--- src/rtl/wtc_pkg.sv ---
package wtc_pkg;

   typedef enum logic [1:0] {
      ST_IDLE     = 2'd0,
      ST_RD_ISSUE = 2'd1,
      ST_RD_WAIT  = 2'd2
   } wtc_state_e;

   function automatic bit is_pow2(input int v);
      return (v > 0) && ((v & (v - 1)) == 0);
   endfunction

endpackage

--- src/rtl/wtc_tag_store.sv ---
module wtc_tag_store #(
   parameter int LINES = 32,
   parameter int SUBS  = 4,
   parameter int TAG_W = 9,
   localparam int IDX_W = $clog2(LINES),
   localparam int OFF_W = $clog2(SUBS)
) (
   input  logic             clk,
   input  logic             rst,
   input  logic [IDX_W-1:0] lk_idx,
   input  logic [TAG_W-1:0] lk_tag,
   input  logic [OFF_W-1:0] lk_off,
   output logic             lk_hit,
   input  logic             upd_en,
   input  logic [IDX_W-1:0] upd_idx,
   input  logic [TAG_W-1:0] upd_tag,
   input  logic [OFF_W-1:0] upd_off
);

   logic [TAG_W-1:0] tag_all [LINES];
   logic [SUBS-1:0]  val_all [LINES];
   logic [SUBS-1:0]  upd_onehot;

   assign upd_onehot = {{(SUBS-1){1'b0}}, 1'b1} << upd_off;

   for (genvar g = 0; g < LINES; g++) begin : g_line
      logic [TAG_W-1:0] tag_q;
      logic [SUBS-1:0]  val_q;
      logic             sel;

      assign sel = upd_en && (upd_idx == IDX_W'(g));

      always_ff @(posedge clk) begin
         if (rst) begin
            tag_q <= '0;
            val_q <= '0;
         end else if (sel) begin
            if (tag_q == upd_tag) begin
               val_q <= val_q | upd_onehot;
            end else begin
               tag_q <= upd_tag;
               val_q <= upd_onehot;
            end
         end
      end

      assign tag_all[g] = tag_q;
      assign val_all[g] = val_q;
   end

   logic [TAG_W-1:0] lk_tag_q;
   logic [SUBS-1:0]  lk_val_q;

   assign lk_tag_q = tag_all[lk_idx];
   assign lk_val_q = val_all[lk_idx];
   assign lk_hit   = (lk_tag_q == lk_tag) && lk_val_q[lk_off];

endmodule

--- src/rtl/wtc_data_store.sv ---
module wtc_data_store #(
   parameter int LINES  = 32,
   parameter int SUBS   = 4,
   parameter int WORD_W = 32,
   localparam int DEPTH = LINES * SUBS,
   localparam int PTR_W = $clog2(DEPTH)
) (
   input  logic              clk,
   input  logic [PTR_W-1:0]  rd_ptr,
   output logic [WORD_W-1:0] rd_word,
   input  logic              wr_en,
   input  logic [PTR_W-1:0]  wr_ptr,
   input  logic [WORD_W-1:0] wr_word
);

   logic [WORD_W-1:0] words_q [DEPTH];

   always_ff @(posedge clk) begin
      if (wr_en) begin
         words_q[wr_ptr] <= wr_word;
      end
   end

   assign rd_word = words_q[rd_ptr];

endmodule

--- src/rtl/wtc_ctrl.sv ---
module wtc_ctrl
   import wtc_pkg::*;
(
   input  logic clk,
   input  logic rst,
   input  logic cpu_req,
   input  logic cpu_we,
   input  logic lk_hit,
   input  logic mem_ready,
   input  logic mem_rvalid,
   output logic cpu_stall,
   output logic mem_req,
   output logic mem_we,
   output logic upd_en,
   output logic fill_sel
);

   wtc_state_e state_q, state_d;

   always_ff @(posedge clk) begin
      if (rst) begin
         state_q <= ST_IDLE;
      end else begin
         state_q <= state_d;
      end
   end

   always_comb begin
      state_d   = state_q;
      cpu_stall = 1'b0;
      mem_req   = 1'b0;
      mem_we    = 1'b0;
      upd_en    = 1'b0;
      fill_sel  = 1'b0;
      unique case (state_q)
         ST_IDLE: begin
            if (cpu_req && cpu_we) begin
               mem_req   = 1'b1;
               mem_we    = 1'b1;
               cpu_stall = !mem_ready;
               upd_en    = mem_ready;
            end else if (cpu_req && !lk_hit) begin
               cpu_stall = 1'b1;
               state_d   = ST_RD_ISSUE;
            end
         end
         ST_RD_ISSUE: begin
            cpu_stall = 1'b1;
            mem_req   = 1'b1;
            if (mem_ready) begin
               state_d = ST_RD_WAIT;
            end
         end
         ST_RD_WAIT: begin
            cpu_stall = 1'b1;
            if (mem_rvalid) begin
               upd_en   = 1'b1;
               fill_sel = 1'b1;
               state_d  = ST_IDLE;
            end
         end
         default: begin
            state_d = ST_IDLE;
         end
      endcase
   end

endmodule

--- src/rtl/wtc_cache.sv ---
module wtc_cache
   import wtc_pkg::*;
#(
   parameter int LINES  = 32,
   parameter int SUBS   = 4,
   parameter int WORD_W = 32,
   parameter int ADDR_W = 16,
   localparam int IDX_W = $clog2(LINES),
   localparam int OFF_W = $clog2(SUBS),
   localparam int TAG_W = ADDR_W - IDX_W - OFF_W,
   localparam int PTR_W = IDX_W + OFF_W
) (
   input  logic              clk,
   input  logic              rst,
   input  logic              cpu_req,
   input  logic              cpu_we,
   input  logic [ADDR_W-1:0] cpu_addr,
   input  logic [WORD_W-1:0] cpu_wdata,
   output logic [WORD_W-1:0] cpu_rdata,
   output logic              cpu_stall,
   output logic              mem_req,
   output logic              mem_we,
   output logic [ADDR_W-1:0] mem_addr,
   output logic [WORD_W-1:0] mem_wdata,
   input  logic              mem_ready,
   input  logic              mem_rvalid,
   input  logic [WORD_W-1:0] mem_rdata
);

   initial begin
      if (!is_pow2(LINES)) $error("wtc_cache: LINES must be a power of two");
      if (!is_pow2(SUBS) || SUBS < 2) $error("wtc_cache: SUBS must be a power of two, at least 2");
      if (TAG_W < 1) $error("wtc_cache: ADDR_W too small for LINES and SUBS");
      if (WORD_W < 1) $error("wtc_cache: WORD_W must be positive");
   end

   logic [OFF_W-1:0] a_off;
   logic [IDX_W-1:0] a_idx;
   logic [TAG_W-1:0] a_tag;
   logic [PTR_W-1:0] a_ptr;

   assign a_off = cpu_addr[OFF_W-1:0];
   assign a_idx = cpu_addr[PTR_W-1:OFF_W];
   assign a_tag = cpu_addr[ADDR_W-1:PTR_W];
   assign a_ptr = cpu_addr[PTR_W-1:0];

   logic              lk_hit;
   logic              upd_en;
   logic              fill_sel;
   logic [WORD_W-1:0] wr_word;

   wtc_ctrl u_ctrl (
      .clk        (clk),
      .rst        (rst),
      .cpu_req    (cpu_req),
      .cpu_we     (cpu_we),
      .lk_hit     (lk_hit),
      .mem_ready  (mem_ready),
      .mem_rvalid (mem_rvalid),
      .cpu_stall  (cpu_stall),
      .mem_req    (mem_req),
      .mem_we     (mem_we),
      .upd_en     (upd_en),
      .fill_sel   (fill_sel)
   );

   wtc_tag_store #(
      .LINES (LINES),
      .SUBS  (SUBS),
      .TAG_W (TAG_W)
   ) u_tags (
      .clk     (clk),
      .rst     (rst),
      .lk_idx  (a_idx),
      .lk_tag  (a_tag),
      .lk_off  (a_off),
      .lk_hit  (lk_hit),
      .upd_en  (upd_en),
      .upd_idx (a_idx),
      .upd_tag (a_tag),
      .upd_off (a_off)
   );

   assign wr_word = fill_sel ? mem_rdata : cpu_wdata;

   wtc_data_store #(
      .LINES  (LINES),
      .SUBS   (SUBS),
      .WORD_W (WORD_W)
   ) u_data (
      .clk     (clk),
      .rd_ptr  (a_ptr),
      .rd_word (cpu_rdata),
      .wr_en   (upd_en),
      .wr_ptr  (a_ptr),
      .wr_word (wr_word)
   );

   assign mem_addr  = cpu_addr;
   assign mem_wdata = cpu_wdata;

endmodule

--- config.mk ---
export PLATFORM = sky130hd
export DESIGN_NAME = wtc_cache
export DESIGN_NICKNAME = d
export VERILOG_FILES = /design/src/rtl/wtc_pkg.sv /design/src/rtl/wtc_tag_store.sv /design/src/rtl/wtc_data_store.sv /design/src/rtl/wtc_ctrl.sv /design/src/rtl/wtc_cache.sv
export SDC_FILE = /design/constraint.sdc
export NUM_CORES = 2
export LEC_CHECK = 0
export BUFFER_PORTS_ARGS = -buffer_cell sky130_fd_sc_hd__buf_2
export CAP_MARGIN = 20
export CORE_ASPECT_RATIO = 0.5
export CORE_MARGIN = 1
export CORE_UTILIZATION = 30
export CTS_CLUSTER_DIAMETER = 40
export DETAILED_ROUTE_END_ITERATION = 6
export PLACE_DENSITY = 0.47
export SYNTH_ARGS = -nofsm -noshare
export SYNTH_HDL_FRONTEND = slang
export SYNTH_SLANG_ARGS = --single-unit
--- constraint.sdc ---
create_clock -name clk -period 5.5 [get_ports clk]
set_input_delay 1.1 -clock clk [delete_from_list [all_inputs] [get_ports clk]]
set_output_delay 1.1 -clock clk [all_outputs]
set_load 0.01 [all_outputs]
==> impl_metrics.env <==
export IMPL_syn_num_nets=9132
export IMPL_setup_viol=3
export IMPL_hp_class="reg2reg"
export IMPL_routed_via_density=5.47
export IMPL_fmax_ghz=0.179
export IMPL_ys_seq_elements=4514
export IMPL_synth_cell_types=68
export IMPL_final_hold_violation_count=0
export IMPL_wirelength_um=674000
export IMPL_slew_violations=0
export IMPL_async_reset_ff_share_pct=0
export IMPL_die_area_mm2=0.596
export IMPL_worstPathRequired_ps=4400
export IMPL_r2r_end="u_data.words_q[65][14]$_DFFE_PP_"
export IMPL_cts_hold_buf=0
export IMPL_period_needed_ps=5590
export IMPL_cts_tree="yes"
export IMPL_h_tree_depth=6
export IMPL_die_width_um=1090
export IMPL_period_share_pct=102
export IMPL_maxCapViolCount=0
export IMPL_worstHoldStart="u_tags.g_line[4].val_q[2]$_SDFFE_PP0P_"
export IMPL_layout_nets=10208
export IMPL_grt_pass1_vias=98733
export IMPL_routedWlPerCell_um=36.7
export IMPL_setup_slack_ps=-87.4
export IMPL_core_mm2=0.589
export IMPL_portBuffers=168
export IMPL_violations="setup timing"
export IMPL_clk_latency_ps=1080
export IMPL_clk_pin_slew_ps=60
export IMPL_cp_max_fo=21
export IMPL_crit_type="in2out"
export IMPL_track_usage_pct=22.0
export IMPL_layout_commonest_cell="edfxtp_1"
export IMPL_firstDrtPassIters=7
export IMPL_final_cell_mix="4,096 x edfxtp_1, 1,157 x mux4_2, 738 x buf_4, 538 x clkbuf_16, 535 x nand2_1"
export IMPL_cp_startpoint="cpu_addr[1]"
export IMPL_r2r_cells=9
export IMPL_power_total_mw=78.2
export IMPL_leakage_nw=68.7
export IMPL_slowest_stage="a2111oi_4"
export IMPL_drive_gt1_share_pct=32.7
export IMPL_route_antenna_remaining_nets=0
export IMPL_gp_congestion=0.844
export IMPL_start_kind="input pin"
export IMPL_drcViolationCount=0
export IMPL_grt_overflow_total=0
export IMPL_r2r_slack_ps=1340
export IMPL_ys_flop_type="edfxtp_1"
export IMPL_crit_chain="buf_16, buf_16, buf_16, buf_8, mux4_2, a22o_1, a221oi_2, nand4_1, a2111oi_4, buf_4, a21oi_4, buf_2"
export IMPL_cts_root_buf="clkbuf_16"
export IMPL_worst_pin_slew_ps=1190
export IMPL_core_rowCount=199
export IMPL_max_stage_delay_ps=700
export IMPL_synth_edf_count=4096
export IMPL_end_kind="output port"
export IMPL_slew_headroom_pct=20.5
export IMPL_vdd_drop_max_v=0.000334
export IMPL_worstReg2RegStart="u_ctrl.state_q[0]$_SDFFE_PP0P_"
export IMPL_pre_cts_ws_ps=-813
export IMPL_yosys_warnings=0
export IMPL_whs_path_depth=2
export IMPL_grt_pass1_wl_um=898000
export IMPL_syn_cell_area_mm2=0.178
export IMPL_dp_hpwl_um=424000
export IMPL_vias=100431
export IMPL_numCtsBuffers=522
export IMPL_dieHeight_um=546
export IMPL_whs_endpoint="u_tags.g_line[4].val_q[2]$_SDFFE_PP0P_"
export IMPL_clock_skew_ps=44.5
export IMPL_area_delta_synth_final_pct=21.1
export IMPL_drt_iter0_drc=15238
export IMPL_initial_core_util_pct=30.2
export IMPL_crit_top_cell="buf_16"
export IMPL_cts_max_path_buffers=4
export IMPL_io_pins=169
export IMPL_grt_max_degree=143
export IMPL_antenna_found_initial=67
export IMPL_clock_sinks=4514
export IMPL_utilization_pct=36.5
export IMPL_synth_avg_cell_area_um2=19.7
export IMPL_synthCells=9042
export IMPL_cellPowerDensity_mw_per_mm2=363
export IMPL_run_status="finished, violations left"
export IMPL_critical_path_arrival_ps=4490
export IMPL_yosysSeqAreaShare_pct=73.9
[metrics by stage]
stage	hold WS, ps	TNS, ps	std cells	area [um^2]
after floorplan	448	0	9042	178000
after global placement	458	-11730	17421	197000
after detailed placement	469	-9690	17426	197000
after CTS	440	-0.192	18361	215000
after global routing	499	-7.67	18364	215000
final	480	-117	18371	215000
[where the power goes]
part / switching [mW] / total [mW] / internal, mW
Clock: 14.8 / 35.7 / 20.9
Sequential: 0.0138 / 37.5 / 37.5
Combinational: 3.22 / 4.92 / 1.70
[kinds of logic after synthesis]
group | Yosys count | synth area share (%)
xor+xnor | 297 | 1.46
compound gates | 876 | 3.21
buf+inv | 628 | 1.89
simple gates | 1264 | 3.04
fa+ha+maj | 4 | 0.0282
flops | 4514 | 73.9
mux | 1459 | 16.4
[area by class of cell]
cell class                      instances  area (um^2)
Antenna cell                            9         22.5
Clock buffer                          622        13900
Clock inverter                        307         3580
Fill cell                           54128       374000
Inverter                                8         30.0
Multi-Input combinational cell       3900        44600
Sequential cell                      4514       131000
Tap cell                             7839         9810
Timing Repair Buffer                 1172        11900
[worst max-delay path by stage]
stage / end / slack (ps) / depth (start not counted)
after global placement: cpu_rdata[16] / -920 / 13
after floorplan: u_data.words_q[73][0]$_DFFE_PP_ / 200 / 9
after CTS: cpu_stall / -0.2 / 14
after detailed placement: cpu_rdata[5] / -810 / 12
final: cpu_rdata[5] / -90 / 12
after global routing: cpu_rdata[27] / -8 / 13
[flip-flops by register name (all words and copies together), names as in the netlist]
register / flops
u_data.words_q: 4096
u_tags.g_line.val_q: 128
u_ctrl.state_q: 2
u_tags.g_line.tag_q: 288
[metal layers]
metal | global-route usage (%) | vias up | wire (um)
met1 | 31.2 | 55225 | 282000
li1 | - | 39217 | -
met2 | 34.6 | 5073 | 310000
met4 | 6.72 | 12 | 22600
met3 | 4.00 | 904 | 58900
met5 | 0 | - | 85
[worst max-delay path: cells and delay by family]
| family | cells | cell delay (ps) |
|---|---|---|
| AO/OA/AOI/OAI | 4 | 1170 |
| buffers and inverters | 6 | 1270 |
| multiplexers | 1 | 290 |
| AND/OR/NAND/NOR | 1 | 450 |
[cells in the mapped netlist (4+ instances only)]
master	n	area share [%]
a22o_1	20	0.099
dfxtp_1	418	4.7
inv_1	8	0.017
mux4_2	1157	15
and2_1	6	0.021
buf_2	175	0.49
xnor2_1	109	0.54
o22ai_1	27	0.095
nand2_1	536	1.1
nor2_1	420	0.89
ha_1	4	0.028
a32oi_1	9	0.044
nand4_1	79	0.28
xor2_1	188	0.93
buf_4	138	0.58
a221oi_1	27	0.13
o31ai_1	21	0.089
o211ai_1	15	0.063
o21ai_0	33	0.093
a22oi_1	290	1.2
nand2b_1	13	0.046
mux2_2	85	0.54
or3_1	7	0.025
mux2i_1	216	1.2
nor3_2	4	0.023
a211oi_1	20	0.085
a31oi_1	5	0.018
buf_6	30	0.19
a2111oi_0	5	0.025
a21oi_1	356	1.0
edfxtp_1	4096	69
o2111ai_1	9	0.044
clkbuf_1	228	0.48
and3_1	10	0.035
nor2b_1	16	0.056
o221ai_1	11	0.054
a31o_2	5	0.025
nor4_1	37	0.13
nor3_1	43	0.12
nand3_1	78	0.22
buf_1	47	0.099
[what timing repair did]
action                     in CTS  in global routing
pin swaps                       7                  2
gates cloned                    5                  0
setup buffers                   2                  0
setup endpoints to repair      27                  9
gates resized for setup        78                 12
(Power assumes the default switching activity.)
